## src/rtl/bx_pkg.sv

```systemverilog
package bx_pkg;
  localparam int NPORT = 3;
  localparam int NREG  = 4;
  localparam int P_A   = 0;
  localparam int P_B1  = 1;
  localparam int P_B2  = 2;

  typedef struct packed {
    logic sel_b1;
    logic a_en;
    logic b_en;
  } bx_ctrl_t;

  // source port of each data register: 0 A->B1, 1 A->B2, 2 B1->A, 3 B2->A
  function automatic int src_port(input int k);
    case (k)
      0, 1:    return P_A;
      2:       return P_B1;
      default: return P_B2;
    endcase
  endfunction
endpackage

```

## src/rtl/bx_data_reg.sv

```systemverilog
module bx_data_reg #(
  parameter int W = 12
) (
  input  logic         clk_i,
  input  logic         rst_ni,
  input  logic         ld_ni,
  input  logic [W-1:0] d_i,
  output logic [W-1:0] q_o
);
  always_ff @(posedge clk_i or negedge rst_ni) begin
    if (!rst_ni)     q_o <= '0;
    else if (!ld_ni) q_o <= d_i;
  end
endmodule

```

## src/rtl/bx_ctrl_reg.sv

```systemverilog
module bx_ctrl_reg
  import bx_pkg::*;
(
  input  logic     clk_i,
  input  logic     rst_ni,
  input  logic     sel_i,
  input  logic     oe_a_ni,
  input  logic     oe_b_ni,
  output bx_ctrl_t ctrl_o
);
  always_ff @(posedge clk_i or negedge rst_ni) begin
    if (!rst_ni) begin
      ctrl_o <= '{sel_b1: 1'b0, a_en: 1'b0, b_en: 1'b0};
    end else begin
      ctrl_o.sel_b1 <= sel_i;
      ctrl_o.a_en   <= ~oe_a_ni;
      ctrl_o.b_en   <= ~oe_b_ni;
    end
  end
endmodule

```

## src/rtl/bx_keeper.sv

```systemverilog
module bx_keeper #(
  parameter int W = 12
) (
  input  logic         clk_i,
  input  logic         rst_ni,
  input  logic         drv_en_i,
  input  logic [W-1:0] drv_val_i,
  input  logic         ext_vld_i,
  input  logic [W-1:0] ext_val_i,
  output logic [W-1:0] bus_o
);
  logic [W-1:0] held_q;

  // own driver wins, then external driver, then the held level
  always_comb begin
    if (drv_en_i)       bus_o = drv_val_i;
    else if (ext_vld_i) bus_o = ext_val_i;
    else                bus_o = held_q;
  end

  always_ff @(posedge clk_i or negedge rst_ni) begin
    if (!rst_ni) held_q <= '0;
    else         held_q <= bus_o;
  end
endmodule

```

## src/rtl/bus_exchanger_3p.sv

```systemverilog
module bus_exchanger_3p
  import bx_pkg::*;
#(
  parameter int W = 12
) (
  input  logic         clk_i,
  input  logic         rst_ni,
  input  logic         ld_ab1_ni,
  input  logic         ld_ab2_ni,
  input  logic         ld_b1a_ni,
  input  logic         ld_b2a_ni,
  input  logic         sel_i,
  input  logic         oe_a_ni,
  input  logic         oe_b_ni,
  input  logic [W-1:0] a_i,
  input  logic         a_vld_i,
  input  logic [W-1:0] b1_i,
  input  logic         b1_vld_i,
  input  logic [W-1:0] b2_i,
  input  logic         b2_vld_i,
  output logic [W-1:0] a_o,
  output logic         a_oe_o,
  output logic [W-1:0] b1_o,
  output logic [W-1:0] b2_o,
  output logic         b_oe_o,
  output logic [W-1:0] a_bus_o,
  output logic [W-1:0] b1_bus_o,
  output logic [W-1:0] b2_bus_o
);
  bx_ctrl_t     ctrl;
  logic [W-1:0] reg_q   [NREG];
  logic [NREG-1:0] ld_n;
  logic [W-1:0] bus     [NPORT];
  logic [W-1:0] own_val [NPORT];
  logic [W-1:0] ext_val [NPORT];
  logic [NPORT-1:0] own_en;
  logic [NPORT-1:0] ext_vld;

  assign ld_n = {ld_b2a_ni, ld_b1a_ni, ld_ab2_ni, ld_ab1_ni};

  bx_ctrl_reg u_ctrl (
    .clk_i   (clk_i),
    .rst_ni  (rst_ni),
    .sel_i   (sel_i),
    .oe_a_ni (oe_a_ni),
    .oe_b_ni (oe_b_ni),
    .ctrl_o  (ctrl)
  );

  for (genvar k = 0; k < NREG; k++) begin : g_reg
    bx_data_reg #(.W(W)) u_reg (
      .clk_i  (clk_i),
      .rst_ni (rst_ni),
      .ld_ni  (ld_n[k]),
      .d_i    (bus[src_port(k)]),
      .q_o    (reg_q[k])
    );
  end

  assign own_val[P_A]  = ctrl.sel_b1 ? reg_q[2] : reg_q[3];
  assign own_val[P_B1] = reg_q[0];
  assign own_val[P_B2] = reg_q[1];
  assign own_en        = {ctrl.b_en, ctrl.b_en, ctrl.a_en};
  assign ext_val[P_A]  = a_i;
  assign ext_val[P_B1] = b1_i;
  assign ext_val[P_B2] = b2_i;
  assign ext_vld       = {b2_vld_i, b1_vld_i, a_vld_i};

  for (genvar p = 0; p < NPORT; p++) begin : g_port
    bx_keeper #(.W(W)) u_keep (
      .clk_i     (clk_i),
      .rst_ni    (rst_ni),
      .drv_en_i  (own_en[p]),
      .drv_val_i (own_val[p]),
      .ext_vld_i (ext_vld[p]),
      .ext_val_i (ext_val[p]),
      .bus_o     (bus[p])
    );
  end

  assign a_o      = own_val[P_A];
  assign a_oe_o   = ctrl.a_en;
  assign b1_o     = own_val[P_B1];
  assign b2_o     = own_val[P_B2];
  assign b_oe_o   = ctrl.b_en;
  assign a_bus_o  = bus[P_A];
  assign b1_bus_o = bus[P_B1];
  assign b2_bus_o = bus[P_B2];
endmodule

```

## config.mk

```make
export PLATFORM = sky130hd
export DESIGN_NAME = bus_exchanger_3p
export DESIGN_NICKNAME = d
export VERILOG_FILES = /design/src/rtl/bx_pkg.sv /design/src/rtl/bx_data_reg.sv /design/src/rtl/bx_ctrl_reg.sv /design/src/rtl/bx_keeper.sv /design/src/rtl/bus_exchanger_3p.sv
export SDC_FILE = /design/constraint.sdc
export NUM_CORES = 1
export LEC_CHECK = 0
export BUFFER_PORTS_ARGS = -buffer_cell sky130_fd_sc_hd__buf_2
export CORE_ASPECT_RATIO = 1.2
export CORE_MARGIN = 2
export CORE_UTILIZATION = 53
export CTS_BUF_LIST = sky130_fd_sc_hd__clkbuf_8
export DETAILED_ROUTE_END_ITERATION = 8
export GPL_ROUTABILITY_DRIVEN = 1
export GPL_TIMING_DRIVEN = 0
export PLACE_DENSITY = 0.93
export RECOVER_POWER = 100
export SYNTH_ARGS = -nofsm -noshare
export SYNTH_HDL_FRONTEND = slang
export SYNTH_HIERARCHICAL = 1
export SYNTH_SLANG_ARGS = --single-unit
export TNS_END_PERCENT = 10
```

## constraint.sdc

```tcl
create_clock -name clk_i -period 1.7 [get_ports clk_i]
set_input_delay 0.255 -clock clk_i [delete_from_list [all_inputs] [get_ports clk_i]]
set_output_delay 0.255 -clock clk_i [all_outputs]
set_load 0.005 [all_outputs]
```

### After elaboration in Yosys (flattened, before gate mapping)

Cells that the tools add are included.

| cells by class | value |
|---|---|
| bitwise gates (word level) | 2 |
| reductions and logical operators | 0 |
| multipliers | 0 |
| shift operators | 0 |
| equal/unequal tests | 0 |
| multiplexer cells | 7 |
| $add $sub $neg | 0 |
| $lt $le $gt $ge | 0 |
| divide/modulo/power cells | 0 |

Operators with widths:

| operator | number |
|---|---|
| $mux W12 | 7 |
| $not A1 Y1 | 2 |

| word-level totals | value |
|---|---|
| latch bits | 0 |
| memory bits (writable) | 0 |
| memories kept | 0 |
| flip-flop bits (word level) | 87 |
| logic and storage cells | 19 |
| memory bits (read-only) | 0 |

### Depth between registers and ports, before layout

Gate-level depths: netlist of the first run.

| logic depth | value |
|---|---|
| depth in word-level cells | 2 |
| depth in mapped cells | 5 |
| mapped depth without buffers | 4 |

### Hierarchy

The synthesis of the first run kept the hierarchy.

Modules (own cells, without submodules):

| module | cells an instance | area an instance (um2) | instances |
|---|---|---|---|
| bx_data_reg | 25 | 484.2 | 4 |
| bx_keeper | 51 | 550.5 | 3 |
| bus_exchanger_3p | 13 | 183.9 | 1 |
| bx_ctrl_reg | 5 | 82.6 | 1 |

### Least setup slack after synthesis of the first run

Ideal clock, no wire load.

| timing | value |
|---|---|
| path type | register to register |
| start point | reg u_ctrl/ctrl_o[2] (netlist name) |
| end point | reg g_reg[0].u_reg.q_o[10] |
| slack | 0.216 ns |
| arrival | 1.359 ns |
| required time | 1.575 ns |
| period minus slack after synthesis | 1.484 ns |
| path buffers | 1 |
| stages on the path, launching flop included | 6 |
| cell sequence | dfrtp_1 -> buf_6 -> mux2_4 -> nand2_1 -> o21ai_0 -> mux2_4 |

| on the way | value |
|---|---|
| longest elaborated chain between the ends | 2 |

RTL lines:

| what | line | source |
|---|---|---|
| start, declared | bx_ctrl_reg.sv:9 | `output bx_ctrl_t ctrl_o` |
| start signal, assigned | bx_ctrl_reg.sv:13 | `ctrl_o <= '{sel_b1: 1'b0, a_en: 1'b0, b_en: 1'b0};` |
| $mux W12 | bus_exchanger_3p.sv:60 | `assign own_val[P_A] = ctrl.sel_b1 ? reg_q[2] : reg_q[3];` |
| via a_o[10] | bus_exchanger_3p.sv:21 | `output logic [W-1:0] a_o,` |
| $mux W12 | bx_keeper.sv:16 | `if (drv_en_i) bus_o = drv_val_i;` |
| via a_bus_o[10] | bus_exchanger_3p.sv:26 | `output logic [W-1:0] a_bus_o,` |
| end signal, assigned | bx_data_reg.sv:12 | `else if (!ld_ni) q_o <= d_i;` |
| end, declared | bx_data_reg.sv:8 | `output logic [W-1:0] q_o` |

The timed path passes the listed nets, and every way through them passes these cells.
A chain may end at the register's enable or synchronous reset.

### Worst setup path in the final report of the first run

| timing | value |
|---|---|
| start point | reg u_ctrl/ctrl_o[2] (netlist name) |
| end point | out a_bus_o[10] |

| on the way | value |
|---|---|
| longest elaborated chain between the ends | 2 |

RTL lines:

| what | line |
|---|---|
| $mux W12 | bus_exchanger_3p.sv:60 |
| $mux W12 | bx_keeper.sv:16 |
| end, declared | bus_exchanger_3p.sv:26 |

No other way between the ends.

==> metrics.cfg, run 1 <==
[global_routing]
antenna_found_initial = 0
gr-total-overflow = 0
grt_pass1_vias = 2965
track_usage_pct = 26.62
grt_pass1_wl_um = 15660
grt_start_max_net_pins = 47

[worst_setup_path]
reg2reg_slack_ns = 0.08
path_max_fanout = 5
endpoint_kind = output port
rr_worst_depth = 6
r2r-end = g_reg[1].u_reg/q_o[10]
start_kind = register
r2r_start = u_ctrl/ctrl_o[2]
critPathKind = register to output port
crit_arrival_ns = 1.56
required_ns = 1.44

[timing]
worstMarginPinSlew_ns = 1.032
relSlewSlack_pct = 31.17
setup_ws_ns = -0.1157
period_share_pct = 106.8
clock.fmax_mhz = 550.7
setup-tns-final_ns = -1.364
rsz0062_at_grt = yes
final.min_clock_period_ns = 1.816
finalSetupViolations = 19
fin_skew_ns = 0.006965
drv_slew = 0
hold_viol = 0

[pwr]
vdd_drop_max_mv = 0.7855
finalPower_mw = 5.906
p_leak_nw = 2.656
powerDensity_nw_per_um2 = 1158

[routing]
drt-initial-drc-count = 129
via_per_inst = 5.449
drcViolationCount = 0
wirelength_um = 10160
avgRoutedWirePerCell_um = 19.57
first_pass_iters = 4
vias = 2828
postRouteAntennaNets = 0

[placement]
hpwlAfterDp_um = 7067
dp_slack_ns = 0.04831
io_buffers = 121
gp_congestion = 0.7732

[synth]
ys_seq_area_share_pct = 56.48
syn_inst = 271
netlist_area_um2 = 3855
avgSynthCellArea_um2 = 14.22
syn_nets = 319
ys_ff_latch = 87
synth_area_leaders = dfrtp_1 56%, mux2_4 19%, mux2i_1 9.3%, nand2_1 3.5%, o21ai_1 3.5%
netlist.top_cell.by_area = dfrtp_1
synth_cell_types = 11
yosys_warnings = 6
synth_top_area_share_pct = 56.48

[clocking]
tritoncts = built
numCtsBuffers = 9
clock_path_buffers = 2
clockRootBuffer = clkbuf_8
htree_levels = 3
insertion_delay_ns = 0.34
cts.sinks = 87
path_clk_slew_ns = 0.08

[finish]
final_cell_mix = 109 x buf_2, 84 x dfrtp_1, 36 x mux2i_1
num-nets-final = 472
synthToLayoutAreaGrowth_pct = 32.33
num_antenna_cells = 0
fillers = 497
drive_gt1_share_pct = 56.64
final_common_cell = buf_2

[floorplanning]
ios = 122
die_h_um = 97.43
rows = 34
start_util_pct = 53.94
core_um2 = 7147
die_area_um2 = 7975
die_w_um = 81.86

[hold_path]
holdPathEnd = u_ctrl/ctrl_o[0]
hold_start = oe_b_ni
holdPathStages = 2
hold_path.class = primary input to register

[job]
drv_cap = 0

[outcome]
status = finished with violations
violations = setup timing

==> registers in the layout (all words and copies together) (netlist names) <==
signal                flops
g.u_reg/q_o              48
g_port.u_keep/held_q     36
u_ctrl/ctrl_o             3
==> timing repair <==
action | in CTS | in global routing
hold endpoints to repair | 41 | 1
pin swaps | 6 | 1
setup buffers | 17 | 0
resized for setup | 44 | 24
hold buffers | 1 | 1
setup endpoints to repair | 36 | 43
cloned | 1 | 0
==> per-stage QoR <==
stage	util, %	std cells	hold WS, ns	instance area [um2]
finish	71.38	519	0.03757	5101
global route	71.38	519	0.01552	5101
CTS	71.27	518	0.003375	5094
detailed placement	64.30	483	0.2672	4596
global placement	63.99	482	0.3647	4573
floorplan	-	271	-0.04059	3855
==> cells in the mapped netlist <==
library cell / n
nand2_1: 36
o21ai_0: 6
mux2_4: 50
buf_6: 8
buf_2: 6
inv_1: 2
o21ai_2: 3
dfrtp_1: 87
o21ai_1: 27
mux2i_1: 36
mux2_2: 10
==> how the worst max path moves through the flow <==
stage / startpoint / end
6_report: u_ctrl/ctrl_o[2] / a_bus_o[10]
5_1_grt: u_ctrl/ctrl_o[2] / a_bus_o[10]
4_1_cts: u_ctrl/ctrl_o[2] / a_bus_o[6]
3_5_place_dp: u_ctrl/ctrl_o[2] / a_bus_o[10]
3_3_place_gp: rst_ni / g_port[2].u_keep/held_q[11]
2_1_floorplan: u_ctrl/ctrl_o[2] / g_reg[0].u_reg/q_o[10]
==> cells by family (layout without fill, tap and decap cells) <==
group / after synthesis / count (layout) / share of synthesized area, %
muxes: 96 / 96 / 31.74
buffers and inverters: 16 / 174 / 3.311
AOI/OAI and AO/OA: 36 / 36 / 4.966
DFF: 87 / 87 / 56.48
and+or+nand+nor: 36 / 36 / 3.505
==> worst max-delay path, stage by stage (launching register included) <==
cell and delay (ns):
dfrtp_2 0.46, buf_6 0.16, mux2_4 0.32, nand2_2 0.08
o21ai_2 0.07, buf_2 0.14
==> power by group <==
group / leakage [nW] / total, mW / switching [mW] / internal (mW)
combinational: 1.48 / 1.70 / 0.775 / 0.920
sequential: 1.07 / 2.78 / 0.300 / 2.48
clock: 0.107 / 1.43 / 0.713 / 0.715
total: 2.66 / 5.91 / 1.79 / 4.12
==> metal layers <==
layer | track usage, % | wire length [um] | part of all wire (%)
met4 | 9.359 | 183 | 1.8
met3 | 4.926 | 528 | 5.2
met1 | 32.76 | 3931 | 39
met5 | 0 | 0 | 0
met2 | 45.90 | 5515 | 54
==> layout make-up <==
| class | instances | area [um2] | area share [%] |
|---|---|---|---|
| clock buffer | 10 | 137.6 | 2.698 |
| buffer | 14 | 150.1 | 2.943 |
| inverter | 2 | 7.507 | 0.1472 |
| clock inverter | 6 | 61.31 | 1.202 |
| tap | 90 | 112.6 | 2.208 |
| timing repair buffer | 142 | 795.8 | 15.60 |
| multi-input combinational | 168 | 1655 | 32.45 |
| sequential | 87 | 2181 | 42.75 |
Note: power is estimated with default switching activity, not from simulation.
==> run 2, diff against run 1 <==
--- a/config.mk
+++ b/config.mk
@@ -8,12 +8,12 @@
 export BUFFER_PORTS_ARGS = -buffer_cell sky130_fd_sc_hd__buf_2
 export CORE_ASPECT_RATIO = 1.2
 export CORE_MARGIN = 2
-export CORE_UTILIZATION = 53
+export CORE_UTILIZATION = 57
 export CTS_BUF_LIST = sky130_fd_sc_hd__clkbuf_8
 export DETAILED_ROUTE_END_ITERATION = 8
 export GPL_ROUTABILITY_DRIVEN = 1
 export GPL_TIMING_DRIVEN = 0
-export PLACE_DENSITY = 0.93
+export PLACE_DENSITY = 0.95
 export RECOVER_POWER = 100
 export SYNTH_ARGS = -nofsm -noshare
 export SYNTH_HDL_FRONTEND = slang
==> constraint.sdc (replaced) <==
create_clock -name clk_i -period 2.2 [get_ports clk_i]
set_input_delay 0.33 -clock clk_i [delete_from_list [all_inputs] [get_ports clk_i]]
set_output_delay 0.33 -clock clk_i [all_outputs]
set_load 0.005 [all_outputs]
==> metrics.cfg, run 2 (same netlist as run 1, synthesis figures left out) <==
[outcome]
status = finished, final reports clean  ; was finished with violations

[global_routing]
track_usage_pct = 26.12  ; was 26.62%
gr-total-overflow = 0  ; unchanged
grt_start_max_net_pins = 49  ; was 47
grt_pass1_wl_um = 14350  ; was 15,660 um
grt_pass1_vias = 2742  ; was 2,965
antenna_found_initial = 0  ; unchanged

[worst_setup_path]
endpoint_kind = output port  ; unchanged
path_cells = buf_6 -> mux2_1 -> nand2_1 -> o21ai_1 -> clkbuf_2  ; was buf_6 -> mux2_4 -> nand2_2 -> o21ai_2 -> buf_2
critPathKind = register to output port  ; unchanged
start_kind = register  ; unchanged
reg2reg_slack_ns = 0.53  ; was 0.08 ns
required_ns = 1.87  ; was 1.44 ns
crit_slowest_cell = dfrtp_1  ; was dfrtp_2
path_max_fanout = 10  ; was 5
max_stage_delay_ns = 0.40  ; was 0.46 ns
crit_arrival_ns = 1.72  ; was 1.56 ns

[finish]
multiInputGateArea_um2 = 1381  ; was 1655 um2
largestRegisters = g.u_reg/q_o: 48 flops, g_port.u_keep/held_q: 36 flops, u_ctrl/ctrl_o: 3 flops  ; unchanged
drive_gt1_share_pct = 30.00  ; was 56.64%
synthToLayoutAreaGrowth_pct = 17.75  ; was 32.33%
num_antenna_cells = 0  ; unchanged
fillers = 550  ; was 497
design_area_um2 = 4539  ; was 5101 um2
final_cell_mix = 87 x dfrtp_1, 76 x buf_2, 44 x mux2_1  ; was 109 x buf_2, 84 x dfrtp_1, 36 x mux2i_1
instances_no_fill = 495  ; was 519
regMostFlops = g.u_reg/q_o  ; unchanged
seq_area_um2 = 2177  ; was 2181 um2
num-nets-final = 453  ; was 472
final_common_cell = dfrtp_1  ; was buf_2
largest_reg_flops = 48  ; unchanged

[placement]
io_buffers = 121  ; unchanged
place_inst = 478  ; was 483
hpwlAfterDp_um = 6896  ; was 7067 um
gp_congestion = 0.7846  ; was 0.7732
placed_area_um2 = 4597  ; was 4596 um2

[clocking]
cts.sinks = 87  ; unchanged
post_cts_buffers = 0  ; was 17
clockRootBuffer = clkbuf_8  ; unchanged
insertion_delay_ns = 0.35  ; was 0.34 ns
clock_path_buffers = 2  ; unchanged
tritoncts = built  ; unchanged
path_clk_slew_ns = 0.08  ; about the same
numCtsBuffers = 9  ; unchanged
htree_levels = 3  ; unchanged

[timing]
drv_slew = 0  ; unchanged
clock.fmax_mhz = 487.4
final.min_clock_period_ns = 2.052
relSlewSlack_pct = 31.29  ; was 31.17%
period_share_pct = 93.26
hold_viol = 0  ; unchanged
rsz0062_at_grt = no  ; was yes
worstMarginPinSlew_ns = 1.031  ; was 1.032 ns
setup-tns-final_ns = 0  ; was -1.364 ns
fin_skew_ns = 0.008269  ; was 0.006965 ns
finalSetupViolations = 0  ; was 19

[routing]
drt-initial-drc-count = 107  ; was 129
postRouteAntennaNets = 0  ; unchanged
vias = 2690  ; was 2,828
via_per_inst = 5.434  ; was 5.449
first_pass_iters = 4  ; unchanged
wirelength_um = 9098  ; was 10,160 um
drcViolationCount = 0  ; unchanged
avgRoutedWirePerCell_um = 18.38  ; was 19.57 um

[floorplanning]
die_w_um = 79.07  ; was 81.86 um
rows = 32  ; was 34
die_area_um2 = 7439  ; was 7975 um2
die_h_um = 94.09  ; was 97.43 um
ios = 122  ; unchanged
start_util_pct = 59.43  ; was 53.94%
core_um2 = 6486  ; was 7147 um2

[pwr]
vdd_drop_max_mv = 0.6027  ; was 0.7855 mV
p_leak_nw = 2.263  ; was 2.656 nW
powerDensity_nw_per_um2 = 879.0  ; was 1158 nW/um2

[hold_path]
hold_path.class = primary input to register  ; unchanged

[job]
drv_cap = 0  ; unchanged

[run 2: cell types whose count changed in the layout (fill, tap and decap cells not counted), moves of 7 or more]
cell / delta
mux2_1: +28
o21ai_0: +22
mux2_4: -27
clkbuf_2: +7
o21ai_2: -19
nand2_1: +10
buf_4: -17
buf_6: -10
buf_2: -33
clkbuf_1: +34
[run 2: worst paths after layout]
path | startpoint | end | cells past startpoint
worst min-delay path | sel_i | u_ctrl/ctrl_o[2] | 1
min in group asynchronous | rst_ni | g_reg[2].u_reg/q_o[3] | 2
max in group asynchronous | rst_ni | g_reg[3].u_reg/q_o[0] | 3
worst max-delay path | u_ctrl/ctrl_o[2] | a_bus_o[8] | 5
worst max register to register | u_ctrl/ctrl_o[2] | g_reg[1].u_reg/q_o[8] | 5
worst min register to register | g_reg[3].u_reg/q_o[8] | g_reg[3].u_reg/q_o[8] | 1
[run 2: repair_timing]
item                                   in CTS  in global routing
resized for setup                           0                  1
setup endpoints to repair                   0                  1
endpoints found under the hold margin      39                  0
hold buffers                                1                  0
[run 2: final cells by class]
type	instances	share of cell area, %
timing repair buffer	123	12.98
tap	85	2.343
clock buffer	9	2.729
clock inverter	7	0.7442
sequential	87	47.96
buffer	14	2.646
multi-input combinational	168	30.43
inverter	2	0.1654
[run 2: layer usage]
layer  global-route usage (%)  wire, um  up-vias
met5                        0         0        -
met4                    7.328        94        0
met3                    7.308       672        6
met2                    44.00      4582      116
met1                    33.12      3749     1350
li1                         -         -     1218
[run 2: metrics by stage]
step                      util, %  setup slack [ns]  total power [mW]  hold slack, ns
after floorplan                 -            0.7155             2.763         0.03441
after global placement      70.41            0.1458             3.251          0.4388
after detailed placement    70.87            0.4045             3.317          0.3450
after CTS                   73.46          0.001625             4.245         0.06331
after global routing        69.98           0.05476             4.220         0.06173
final                       69.98            0.1483             3.990         0.07778
[run 2: power by group]
group | switching (mW) | leakage, nW | total, mW | internal [mW]
Sequential | 0.199 | 1.07 | 2.12 | 1.92
Clock | 0.532 | 0.0926 | 0.924 | 0.392
Combinational | 0.493 | 1.10 | 0.949 | 0.456
[run 2: worst max-delay path, delay by kind of cell, from the launching register on]
| family | cells | cell delay [ns] |
|---|---|---|
| flip-flops | 1 | 0.40 |
| AO/OA/AOI/OAI | 1 | 0.16 |
| AND/OR/NAND/NOR | 1 | 0.08 |
| multiplexers | 1 | 0.37 |
| buffers and inverters | 2 | 0.35 |
